### config.mk
export PLATFORM = sky130hd
export DESIGN_NAME = card_clk_div
export DESIGN_NICKNAME = d
export VERILOG_FILES = /design/src/rtl/ckdiv_pkg.sv /design/src/rtl/ckdiv_cfg.sv /design/src/rtl/ckdiv_core.sv /design/src/rtl/card_clk_div.sv
export SDC_FILE = /design/constraint.sdc
export NUM_CORES = 1
export LEC_CHECK = 0
export BUFFER_PORTS_ARGS = -buffer_cell sky130_fd_sc_hd__buf_2
export CORE_MARGIN = 2
export CORE_UTILIZATION = 25
export CTS_CLUSTER_SIZE = 20
export DETAILED_ROUTE_END_ITERATION = 7
export HOLD_SLACK_MARGIN = 0.1
export PLACE_DENSITY = 0.53
export RECOVER_POWER = 100
export SYNTH_ARGS = -nofsm -noshare
export SYNTH_HDL_FRONTEND = slang
export SYNTH_SLANG_ARGS = --single-unit
### constraint.sdc
create_clock -name clk_m -period 4.1 [get_ports clk_m]
set_input_delay 0.205 -clock clk_m [delete_from_list [all_inputs] [get_ports clk_m]]
set_output_delay 0.205 -clock clk_m [all_outputs]
set_load 0.01 [all_outputs]
### src/rtl/ckdiv_pkg.sv
package ckdiv_pkg;
   localparam int F_W4     = 14;
   localparam int F_W8     = 15;
   localparam int F_DDR    = 16;
   localparam int F_HWFC   = 17;
   localparam int F_HS     = 18;
   localparam int F_SRC_LO = 20;
   localparam logic [1:0] SRC_FBCK = 2'd2;
   typedef enum logic [1:0] {BW_1 = 2'd0, BW_4 = 2'd1, BW_8 = 2'd2} bus_w_e;
endpackage

### src/rtl/ckdiv_cfg.sv
module ckdiv_cfg
   import ckdiv_pkg::*;
#(
   parameter int DIV_W = 10
) (
   input  logic             clk_m,
   input  logic             rst_n,
   input  logic             we,
   input  logic [31:0]      wdata,
   output logic [DIV_W-1:0] div_val,
   output logic             ddr,
   output logic             hwfc,
   output logic             hs,
   output logic [1:0]       bus_w,
   output logic             fbck
);
   localparam logic [DIV_W-1:0] DIV_RST = '1;

   logic       w4_q, w8_q;
   logic [1:0] src_q;
   logic       unused_bits;

   assign unused_bits = ^{wdata[31:22], wdata[19], wdata[13:DIV_W]};

   always_ff @(posedge clk_m or negedge rst_n) begin
      if (!rst_n) begin
         div_val <= DIV_RST;
         w4_q    <= 1'b0;
         w8_q    <= 1'b0;
         ddr     <= 1'b0;
         hwfc    <= 1'b0;
         hs      <= 1'b0;
         src_q   <= 2'd0;
      end else if (we) begin
         div_val <= wdata[DIV_W-1:0];
         w4_q    <= wdata[F_W4];
         w8_q    <= wdata[F_W8];
         ddr     <= wdata[F_DDR];
         hwfc    <= wdata[F_HWFC];
         hs      <= wdata[F_HS];
         src_q   <= wdata[F_SRC_LO+1:F_SRC_LO];
      end
   end

   always_comb begin
      if (w8_q)      bus_w = BW_8;
      else if (w4_q) bus_w = BW_4;
      else           bus_w = BW_1;
   end

   assign fbck = (src_q == SRC_FBCK);

   // status changes only after a write
   assert_cfg_hold_R9: assert property (@(posedge clk_m) disable iff (!rst_n)
      !$past(we) |-> $stable(bus_w) && $stable(ddr) && $stable(hs) && $stable(hwfc));
endmodule

### src/rtl/ckdiv_core.sv
module ckdiv_core #(
   parameter int DIV_W = 10
) (
   input  logic             clk_m,
   input  logic             rst_n,
   input  logic [DIV_W-1:0] div_req,
   input  logic             ddr_req,
   output logic             card_clk,
   output logic             ck_en
);
   localparam logic [DIV_W-1:0] DIV_MAX = '1;
   localparam logic [DIV_W-1:0] DIV_ONE = DIV_W'(1);

   logic [DIV_W-1:0] act_div, nxt_div, cnt, nxt_cnt, lim, eff;
   logic             act_byp, nxt_byp, act_ddr, nxt_ddr;
   logic             ck_q, nxt_ck, end_half, upd, byp_new, en_d;

   // a zero in double-rate mode is promoted to one
   assign byp_new  = (div_req == '0) && !ddr_req;
   assign eff      = (div_req == '0) ? (ddr_req ? DIV_ONE : '0) : div_req;
   assign lim      = act_div - DIV_ONE;
   assign end_half = !act_byp && (cnt == lim);
   assign upd      = act_byp || (end_half && !ck_q);

   always_comb begin
      nxt_div = act_div;
      nxt_byp = act_byp;
      nxt_ddr = act_ddr;
      nxt_ck  = ck_q;
      nxt_cnt = cnt;
      if (!act_byp) begin
         if (end_half) begin
            nxt_cnt = '0;
            nxt_ck  = ~ck_q;
         end else begin
            nxt_cnt = cnt + DIV_ONE;
         end
      end
      if (upd) begin
         nxt_div = eff;
         nxt_byp = byp_new;
         nxt_ddr = ddr_req;
         if (byp_new) begin
            nxt_ck  = 1'b0;
            nxt_cnt = '0;
         end
      end
      en_d = nxt_byp | ((nxt_ck != ck_q) & (nxt_ck | act_ddr));
   end

   always_ff @(posedge clk_m or negedge rst_n) begin
      if (!rst_n) begin
         act_div <= DIV_MAX;
         act_byp <= 1'b0;
         act_ddr <= 1'b0;
         ck_q    <= 1'b0;
         cnt     <= '0;
         ck_en   <= 1'b0;
      end else begin
         act_div <= nxt_div;
         act_byp <= nxt_byp;
         act_ddr <= nxt_ddr;
         ck_q    <= nxt_ck;
         cnt     <= nxt_cnt;
         ck_en   <= en_d;
      end
   end

   assign card_clk = act_byp ? clk_m : ck_q;

   // the half-period counter stays below the active divide value
   assert_cnt_range_R2: assert property (@(posedge clk_m) disable iff (!rst_n)
      !act_byp |-> cnt < act_div);
   // the active divide value only changes after a low half
   assert_switch_low_R6: assert property (@(posedge clk_m) disable iff (!rst_n)
      !$stable(act_div) |-> !$past(ck_q));
   // a strobe in divide mode follows a change of the card clock
   assert_strobe_edge_R7: assert property (@(posedge clk_m) disable iff (!rst_n)
      ck_en && !act_byp |-> ck_q != $past(ck_q));
   // a falling-edge strobe needs double-rate mode
   assert_fall_ddr_R7: assert property (@(posedge clk_m) disable iff (!rst_n)
      ck_en && !act_byp && !ck_q |-> $past(act_ddr));
   // bypass is never entered with double rate requested
   assert_no_ddr_byp_R4: assert property (@(posedge clk_m) disable iff (!rst_n)
      act_byp |-> !act_ddr);
endmodule

### src/rtl/card_clk_div.sv
module card_clk_div #(
   parameter int DIV_W = 10
) (
   input  logic        clk_m,
   input  logic        rst_n,
   input  logic        cfg_we,
   input  logic [31:0] cfg_wdata,
   output logic        card_clk,
   output logic        ck_en,
   output logic [1:0]  bus_w,
   output logic        ddr_on,
   output logic        hwfc_on,
   output logic        hs_on,
   output logic        fbck_sel
);
   generate
      if (DIV_W < 2 || DIV_W > 12) begin : g_bad_width
         $error("card_clk_div: DIV_W must lie in 2..12");
      end
   endgenerate

   logic [DIV_W-1:0] div_val;

   ckdiv_cfg #(.DIV_W(DIV_W)) u_cfg (
      .clk_m   (clk_m),
      .rst_n   (rst_n),
      .we      (cfg_we),
      .wdata   (cfg_wdata),
      .div_val (div_val),
      .ddr     (ddr_on),
      .hwfc    (hwfc_on),
      .hs      (hs_on),
      .bus_w   (bus_w),
      .fbck    (fbck_sel)
   );

   ckdiv_core #(.DIV_W(DIV_W)) u_core (
      .clk_m    (clk_m),
      .rst_n    (rst_n),
      .div_req  (div_val),
      .ddr_req  (ddr_on),
      .card_clk (card_clk),
      .ck_en    (ck_en)
   );
endmodule

Word level (Yosys, flattened, before mapping) --
Index checks and enable logic that the tools add are counted.
Operators by class: multiplexer cells 14, bitwise operators 4, equality and inequality tests 3, $add $sub $neg 2, reduce and logical (&&, ||, !) cells 8
Operators by type and width (count):
- 10-bit two-way mux | 5
- 10-bit by 1-bit adder with 10-bit output (second input constant) | 1
- 10-bit equality test | 1
- 10-bit logical NOT | 1
- 10-bit by 1-bit subtractor with 10-bit output (second input constant) | 1
- 1-bit two-way mux | 8
- 1-bit logical AND | 3
- 1-bit logical NOT | 3
- 2-bit equality test (second input constant) | 1
- 2-bit two-way mux | 1
- 1-bit bitwise OR | 2
- 1-bit AND | 1
- 1-bit logical OR | 1
- 1-bit inequality test | 1
- 1-bit NOT | 1
Storage, ports and cells: output and inout port bits 8, register bits 41

Longest topological paths before layout --
Gate-level depths: netlist of the first run.
depth after elaboration 10, depth in mapped cells 12

By module --
A second synthesis of the first run with hierarchy kept.
Second synthesis, totals: cell total of the unflattened synthesis 168, area, all modules 2103.3 um^2
Modules (own cells, without submodules):
- ckdiv_core | cells each 129, area an instance 1385.1 um^2, times used 1
- ckdiv_cfg | cells each 39, area an instance 718.2 um^2, times used 1

==> results of run 1 <==
[worst max path at each step]
stage | endpoint | startpoint | depth (start not counted)
after floorplan | u_core.act_ddr | u_core.act_div[0] | 11
after global placement | u_core.ck_en | u_core.act_div[0] | 11
after detailed placement | u_core.ck_en | u_core.act_div[0] | 11
after CTS | u_core.ck_en | u_core.act_div[0] | 11
after global routing | u_core.cnt[2] | u_core.act_div[0] | 11
final | u_core.cnt[2] | u_core.act_div[0] | 11
[worst max-delay path, delay by kind of cell (launching register included)]
kind	cells	cell delay, ns
compound gates	1	0.21
xor+xnor	1	0.13
fa+ha+maj	2	0.57
buf+inv	2	0.37
flops	1	0.58
simple gates	5	1.51
[cells in the mapped netlist (2+ instances only)]
library cell / count
o41ai_1: 2
xnor2_1: 6
dfrtp_1: 21
nand4_1: 6
mux2_2: 27
ha_1: 3
buf_2: 2
nand2_1: 8
nor4_4: 2
inv_1: 4
nor3_1: 13
a21oi_1: 5
nor3b_1: 2
nor4_1: 2
nand3_1: 5
o21ai_0: 2
xor2_1: 14
nor2_1: 7
dfstp_2: 20
o31ai_1: 2
and3_1: 2
nor2b_1: 6
clkbuf_1: 4
[per-layer routing]
layer	wire [µm]	part of all wire (%)	vias up	global-route usage (%)
met4	102	2.4	0	6.19
li1	-	-	734	-
met3	135	3.2	12	2.90
met5	0	0	-	0
met2	1950	46	24	15.7
met1	2030	48	736	13.3
[cells by family after synthesis]
group | Yosys count | share of synthesized area [%]
AO/OA/AOI/OAI | 16 | 5.43
adder cells (fa/ha/maj) | 3 | 1.77
XOR/XNOR | 21 | 9.03
AND/OR/NAND/NOR | 60 | 16.9
flip-flops | 41 | 49.6
multiplexers | 27 | 14.3
buffers and inverters | 13 | 2.95
[through the flow]
stage               worst slack (ns)  util (%)
floorplan                       1.20         -
global placement               0.666      28.6
detailed placement             0.620      28.6
CTS                            0.600      32.3
global route                   0.168      32.0
finish                         0.570      32.0
[registers in the layout (all words and copies together) (netlist names)]
register	cells
u_core.act_ddr	1
u_cfg.div_val	10
u_core.cnt	10
u_core.ck_q	1
u_core.ck_en	1
u_core.act_div	10
u_cfg.hwfc	1
u_cfg.w4_q	1
u_cfg.src_q	2
u_cfg.ddr	1
u_cfg.hs	1
u_core.act_byp	1
u_cfg.w8_q	1
[where the power goes]
| group | switching, µW | leakage [µW] | internal [µW] | total (µW) |
|---|---|---|---|---|
| logic | 25.5 | 0.000531 | 36.3 | 61.8 |
| registers | 11.8 | 0.000471 | 429 | 441 |
| clock network | 149 | 0.0000675 | 181 | 330 |
[cell type report]
cell class | instances | area (µm²)
Clock buffer | 11 | 121
Clock inverter | 1 | 5.00
Fill cell | 849 | 5590
Inverter | 4 | 15.0
Multi-Input combinational cell | 127 | 998
Sequential cell | 41 | 1050
Tap cell | 105 | 131
Timing Repair Buffer | 45 | 305
[timing repair]
item                      4_1_cts  5_1_grt
hold buffers                   18        0
hold endpoints to repair       38        0
gates resized for setup         0        0
==> impl_metrics.csv, run 1 <==
group,metric,value,unit
sta,rsz0062_at_grt,"no",
critical_path,path_class,"flip-flop to flip-flop",
hold_path,hp-start,"cfg_we",
critical_path,rr_worst_depth,11,
critical_path,reg2reg_from,"u_core.act_div[0]",
clock_network,clock_latency,0.39,ns
place,placedCellCount,305,
place,place_area,2350,µm²
place,dp_hpwl,2.89,mm
floorplanning,ios,43,
route,wirelength,4.22,mm
route,ant_nets,0,
global_route,antenna_found_initial,0,
sta,whs,0.333,ns
global_route,overflow,0,
sta,worstMarginPinSlew,2.26,ns
flow_run,maxCapViolations,1,
floorplanning,die_w,96.1,µm
critical_path,worstSetupStartpointType,"flip-flop",
route,viasPerCell,4.51,
layout,final_area,2630,µm²
critical_path,end_kind,"flip-flop",
place,gp_congestion,0.769,
synth,synth_top_area_share,24.8,%
power,vdd_drop_max,0.000125,V
clock_network,cts_tree,"built",
sta,hold_viol,0,
critical_path,ff2ff_setup_slack,0.57,ns
floorplanning,core,8220,µm²
sta,fin_crit,3.53,ns
global_route,grt.total_usage,10.4,%
synth,synthTopCellsByArea,"dfrtp_1 25%, dfstp_2 25%, mux2_2 14%",
sta,slew_viol_final,42,
power,p_leak,0.00107,µW
synth,synth_seq_area_share,49.6,%
synth,syn_inst,181,
synth,mappedNetlistArea,2120,µm²
synth,synthArstFlopShare,100,%
hold_path,hold_end,"u_cfg.hwfc",
layout,drive_above_1_share,35.4,%
sta,clock_skew,0.00595,ns
layout,nNetsFinal,266,
layout,antenna_cells,0,
sta,setup_tns,0,ns
run_status,status,"finished with violations",
run_status,violations,"max-capacitance violations, max-slew violations",
place,portBuffers,27,
critical_path,required,4.34,ns
floorplanning,rows,33,
critical_path,cp_common_cell,"nor3_1",
clock_network,clkSlewWorstSetupHoldPaths,0.08,ns
sta,period_share,86.1,%
hold_path,hold_class,"primary input to flip-flop",
route,wl_per_cell,12.6,µm
route,vias,1506,
sta,maxSlewHeadroom,-50.7,%
critical_path,cpPeakStageDelay,0.78,ns
synth,synth.avg_cell_area,11.7,µm²
power,finalPower,833,µW
route,drc,0,
layout,syn_to_final_growth,23.9,%
layout,fin_cells,334,
hold_path,worstHoldPathCells,2,
synth,synth_ff_type,"dfrtp_1",
critical_path,worstPathCellList,"inv_1, ha_1, xnor2_1, nor3_1, o2111ai_2, nor4_2, ha_1, nor2_1, nor3_1, clkbuf_2, nor3_1",
power,cellPowerDensity,317,nW/µm²
layout,layout_commonest_cell,"mux2_2",
synth,synth_edf_count,0,
global_route,grt_pass1_vias,1555,
synth,synth_top_cell_by_area,"dfrtp_1",
layout,final_cell_mix,"27 x mux2_2, 21 x dfrtp_1, 20 x dfstp_2, 18 x dlygate4sd3_1, 18 x buf_2",
floorplanning,dieArea,9240,µm²
synth,synth-warning-count,0,
global_route,grt_max_degree,42,
critical_path,crit_fanout,13,
global_route,grt_pass1_wl,7.26,mm
synth,syn_nets,219,
critical_path,arrival,3.77,ns
floorplanning,die_h,96.1,µm
critical_path,worstReg2RegEnd,"u_core.cnt[2]",
route,dr.pass1.iters,4,
synth,ys_seq_elements,41,
sta,finalSetupViolCount,0,
critical_path,worst_path_max_delay_cell,"nor4_2",
floorplanning,start_util,25.8,%
synth,post_synth_num_cell_types,39,
route,drtIter0Drc,55,
sta,fmaxAchievable,283,MHz
clock_network,post-cts-setup-buffer-count,0,
(Power assumes the default switching activity.)
==> run 2: changes to the inputs <==
--- a/config.mk
+++ b/config.mk
@@ -11,8 +11,8 @@
 export CTS_CLUSTER_SIZE = 20
 export DETAILED_ROUTE_END_ITERATION = 7
 export HOLD_SLACK_MARGIN = 0.1
-export PLACE_DENSITY = 0.53
-export RECOVER_POWER = 100
+export PLACE_DENSITY_LB_ADDON = 0.2
+export RECOVER_POWER = 50
 export SYNTH_ARGS = -nofsm -noshare
 export SYNTH_HDL_FRONTEND = slang
 export SYNTH_SLANG_ARGS = --single-unit
==> impl_metrics.csv, run 2 (same netlist as run 1, synthesis figures left out) <==
group,metric,value,unit
run_status,status,"finished with violations",
run_status,violations,"max-capacitance violations, max-slew violations",
power,p_seq_share,48.4,%
place,gp_congestion,0.742,
critical_path,cp_top_family,"simple AND/OR/NAND/NOR gates",
route,ant_nets,0,
route,wl_per_cell,12.9,µm
place,dp_hpwl,2.89,mm
route,viasPerCell,4.51,
sta,hold_viol,0,
layout,layout_commonest_cell,"mux2_2",
floorplanning,core,8220,µm²
power,power.internal,726,µW
route,vias,1505,
sta,period_share,84.9,%
sta,fin_crit,3.48,ns
hold_path,hold_class,"primary input to flip-flop",
sta,finalSetupViolCount,0,
power,power_frac_clock,44.8,%
place,pre_cts_slack,0.573,ns
power,comb_power_share,6.8,%
critical_path,worstSetupStartpointType,"flip-flop",
critical_path,required,4.36,ns
route,dr.pass1.iters,3,
power,p_sw,185,µW
critical_path,arrival,3.74,ns
floorplanning,dieArea,9240,µm²
sta,fmaxAchievable,287,MHz
global_route,grt.total_usage,10.5,%
layout,drive_above_1_share,37.1,%
clock_network,clock_latency,0.40,ns
floorplanning,die_h,96.1,µm
layout,fin_cells,334,
sta,setup_tns,0,ns
layout,nNetsFinal,266,
critical_path,cp_common_cell,"ha_1",
clock_network,post-cts-setup-buffer-count,0,
layout,antenna_cells,0,
hold_path,hp-start,"cfg_we",
power,p_sw_share,20.3,%
critical_path,critPathLaunch,"u_core.act_div[0]",
global_route,antenna_found_initial,0,
floorplanning,start_util,25.8,%
critical_path,reg2reg_from,"u_core.act_div[0]",
global_route,grt_pass1_vias,1550,
critical_path,path_class,"flip-flop to flip-flop",
place,placedCellCount,305,
clock_network,clkSlewWorstSetupHoldPaths,0.08,ns
sta,rsz0062_at_grt,"no",
critical_path,end_kind,"flip-flop",
place,portBuffers,27,
critical_path,worstPathCellList,"inv_1, ha_1, nand3b_1, a21boi_0, o31ai_1, nor4_4, ha_1, nor2_1, nor3_1, buf_4, o21bai_1",
floorplanning,ios,43,
clock_network,cts_tree,"built",
floorplanning,rows,33,
layout,final_area,2680,µm²
layout,largestRegisters,"u_cfg.div_val x10, u_core.act_div x10, u_core.cnt x10",
global_route,overflow,0,
route,drtIter0Drc,45,
floorplanning,die_w,96.1,µm
critical_path,worst_path_max_delay_cell,"nor2_1",
critical_path,crit_buf_inv,2,
critical_path,crit_fanout,13,
flow_run,maxCapViolations,1,
sta,maxSlewHeadroom,-49.1,%
route,drc,0,
power,cellPowerDensity,340,nW/µm²
sta,fin_ws,0.620,ns
route,wirelength,4.32,mm
global_route,grt_pass1_wl,7.29,mm
critical_path,cpPeakStageDelay,0.74,ns
layout,syn_to_final_growth,26.3,%
layout,final_cell_mix,"27 x mux2_2, 21 x buf_2, 21 x dfrtp_1, 20 x dfstp_2, 18 x dlygate4sd3_1",
sta,whs,0.335,ns
power,p_leak,0.00112,µW
sta,worstMarginPinSlew,2.24,ns
place,place_area,2350,µm²
power,vdd_drop_max,0.000238,V
sta,slew_viol_final,42,
sta,clock_skew,0.0115,ns
global_route,grt_max_degree,42,
-- run 2: cell count changes in the layout (fill, tap and decap cells not counted), sizes merged --
cell    change
clkinv      -1
clkbuf      -4
bufinv      +1
buf         +4
-- run 2: layout make-up --
class	count	area [µm²]
timing repair buffer	45	310
clock inverter	1	30.0
fill	846	5540
sequential	41	1050
tap	105	131
inverter	4	15.0
clock buffer	11	133
multi-input combinational	127	1010
-- run 2: per-layer routing --
layer / up-vias / GRT usage [%] / wire, µm
met5: - / 0 / 0
met3: 6 / 3.37 / 134
met1: 734 / 13.0 / 1990
li1: 740 / - / -
met4: 0 / 5.36 / 59
met2: 25 / 16.4 / 2130
-- run 2: power by group through the flow --
stage	logic [µW]	clock network (µW)	registers [µW]
4_1_cts	64.7	426	442
5_1_grt	69.5	440	445
6_report	62.4	408	441
-- run 2: timing repair --
| item | in CTS | in global routing |
|---|---|---|
| hold buffers | 18 | 0 |
| resized for setup | 0 | 0 |
| hold endpoints to repair | 38 | 0 |
-- run 2: worst paths after layout --
path,to,slack [ns],depth (start not counted)
setup / recovery,u_core.ck_en,0.62,11
hold / removal,u_cfg.div_val[3],0.34,2
setup reg to reg,u_core.ck_en,0.62,11
hold reg to reg,u_cfg.w4_q,0.51,1
max in group asynchronous,u_core.cnt[9],1.80,2
min in group asynchronous,u_cfg.hs,1.02,2
-- run 2: stage by stage --
| stage | utilization (%) | power (µW) |
|---|---|---|
| final | 32.6 | 912 |
| after global routing | 32.6 | 955 |
| after CTS | 32.7 | 933 |
| after detailed placement | 28.6 | 501 |
| after global placement | 28.6 | 499 |
| after floorplan | - | 473 |
==> run 3: changes to the inputs <==
==> constraint.sdc (replaced) <==
create_clock -name clk_m -period 3.2 [get_ports clk_m]
set_input_delay 0.16 -clock clk_m [delete_from_list [all_inputs] [get_ports clk_m]]
set_output_delay 0.16 -clock clk_m [all_outputs]
set_load 0.01 [all_outputs]
==> impl_metrics.csv, run 3 (same netlist as run 1, synthesis figures left out) <==
group,metric,value,unit
run_status,status,"finished with violations",
run_status,violations,"max-capacitance violations, max-slew violations",
floorplanning,rows,33,
place,gp_congestion,0.749,
power,cellPowerDensity,401,nW/µm²
layout,seqCellArea,1050,µm²
flow_run,maxCapViolations,1,
critical_path,worst_path_max_delay_cell,"dfstp_2",
sta,clock_skew,0.00946,ns
route,viasPerCell,4.44,
global_route,antenna_found_initial,0,
layout,nNetsFinal,271,
sta,whs,0.298,ns
floorplanning,core,8220,µm²
route,wirelength,4.15,mm
sta,setup_tns,0,ns
critical_path,end_kind,"flip-flop",
route,drc,0,
layout,layout_commonest_cell,"mux2_2",
layout,fillers,833,
floorplanning,ios,43,
sta,period_share,87.4,%
layout,final_area,2690,µm²
critical_path,crit_buf_inv,2,
layout,largestRegisters,"u_cfg.div_val x10, u_core.act_div x10, u_core.cnt x10",
critical_path,worstPathCellList,"inv_1, ha_1, xnor2_1, nor3_1, o2111ai_2, nor4_4, ha_1, nor2_1, nor3_1, buf_4, o21bai_1",
global_route,overflow,0,
sta,worstMarginPinSlew,2.21,ns
sta,maxSlewHeadroom,-47.2,%
layout,syn_to_final_growth,26.8,%
sta,fin_crit,2.80,ns
clock_network,cts_resized,0,
floorplanning,dieArea,9240,µm²
critical_path,path_class,"flip-flop to flip-flop",
sta,hold_viol,0,
clock_network,cts_tree,"built",
floorplanning,start_util,25.8,%
critical_path,crit_fanout,13,
route,drtIter0Drc,68,
place,place_area,2360,µm²
route,vias,1506,
critical_path,worstSetupStartpointType,"flip-flop",
sta,fmaxAchievable,357,MHz
layout,antenna_cells,0,
sta,finalSetupViolCount,0,
global_route,grt_max_degree,42,
critical_path,cp_top_family,"simple AND/OR/NAND/NOR gates",
global_route,grt.total_usage,10.0,%
global_route,grt_pass1_wl,6.85,mm
place,portBuffers,27,
sta,slew_viol_final,42,
layout,final_cell_mix,"27 x mux2_2, 21 x buf_2, 21 x dfrtp_1, 18 x dlygate4sd3_1, 14 x xor2_1",
route,ant_nets,0,
route,dr.pass1.iters,4,
clock_network,clock_latency,0.39,ns
power,vdd_drop_max,0.000239,V
layout,multi_input_area,1010,µm²
sta,rsz0062_at_grt,"no",
clock_network,clkSlewWorstSetupHoldPaths,0.08,ns
critical_path,required,3.51,ns
critical_path,arrival,3.10,ns
floorplanning,die_h,96.1,µm
floorplanning,die_w,96.1,µm
critical_path,cpPeakStageDelay,0.57,ns
layout,drive_above_1_share,33.8,%
hold_path,hold_class,"primary input to flip-flop",
place,dp_hpwl,2.89,mm
power,p_leak,0.00112,µW
route,wl_per_cell,12.3,µm
global_route,grt_pass1_vias,1432,
==> run 3: layout make-up <==
class / count / area share (%)
Sequential cell: 41 / 39.1
Tap cell: 105 / 4.89
Inverter: 4 / 0.558
Multi-Input combinational cell: 127 / 37.5
Clock buffer: 12 / 5.07
Timing Repair Buffer: 50 / 12.9
==> run 3: what timing repair did <==
| action | CTS | global route |
|---|---|---|
| endpoints found under the hold margin | 38 | 0 |
| hold buffers | 18 | 0 |
| endpoints found under the setup margin | 0 | 12 |
| setup buffers | 0 | 3 |
==> run 3: report_power, final <==
group	internal [µW]	switching (µW)	leakage (µW)
clock	255	183	0.0000752
sequential	546	15.7	0.000466
combinational	47.1	32.0	0.000581
==> run 3: final timing paths <==
| kind | slack [ns] | from | end | cells past startpoint |
|---|---|---|---|---|
| worst max register to register | 0.40 | u_core.act_div[0] | u_core.ck_en | 11 |
| worst max-delay path | 0.40 | u_core.act_div[0] | u_core.ck_en | 11 |
| max in group asynchronous | 0.98 | rst_n | u_core.cnt[9] | 2 |
| min in group asynchronous | 0.96 | rst_n | u_cfg.w4_q | 2 |
| worst min register to register | 0.51 | u_cfg.w4_q | u_cfg.w4_q | 1 |
| worst min-delay path | 0.30 | cfg_we | u_cfg.src_q[1] | 2 |
==> run 3: worst reg2reg max path, stage by stage (launching register included) <==
cell	delay, ns
dfstp_2	0.57
inv_1	0.05
ha_1	0.30
xnor2_1	0.13
nor3_1	0.23
o2111ai_2	0.22
nor4_4	0.43
ha_1	0.22
nor2_1	0.06
nor3_1	0.15
buf_4	0.22
o21bai_1	0.14
==> run 3: per-layer routing <==
metal	GRT usage, %	vias to the layer above	share of wire (%)
li1	-	746	-
met1	13.6	726	48
met2	14.1	28	47
met3	3.05	6	3.0
met4	5.71	0	1.6
met5	0	-	0
==> run 3: through the flow <==
step	setup WS, ns	power (µW)	util [%]	cells
3_3_place_gp	0.143	640	28.7	307
2_1_floorplan	0.297	606	-	181
3_5_place_dp	0.179	641	28.7	307
6_report	0.402	1080	32.7	339
4_1_cts	0.174	1110	32.5	336
5_1_grt	0.118	1140	32.7	339
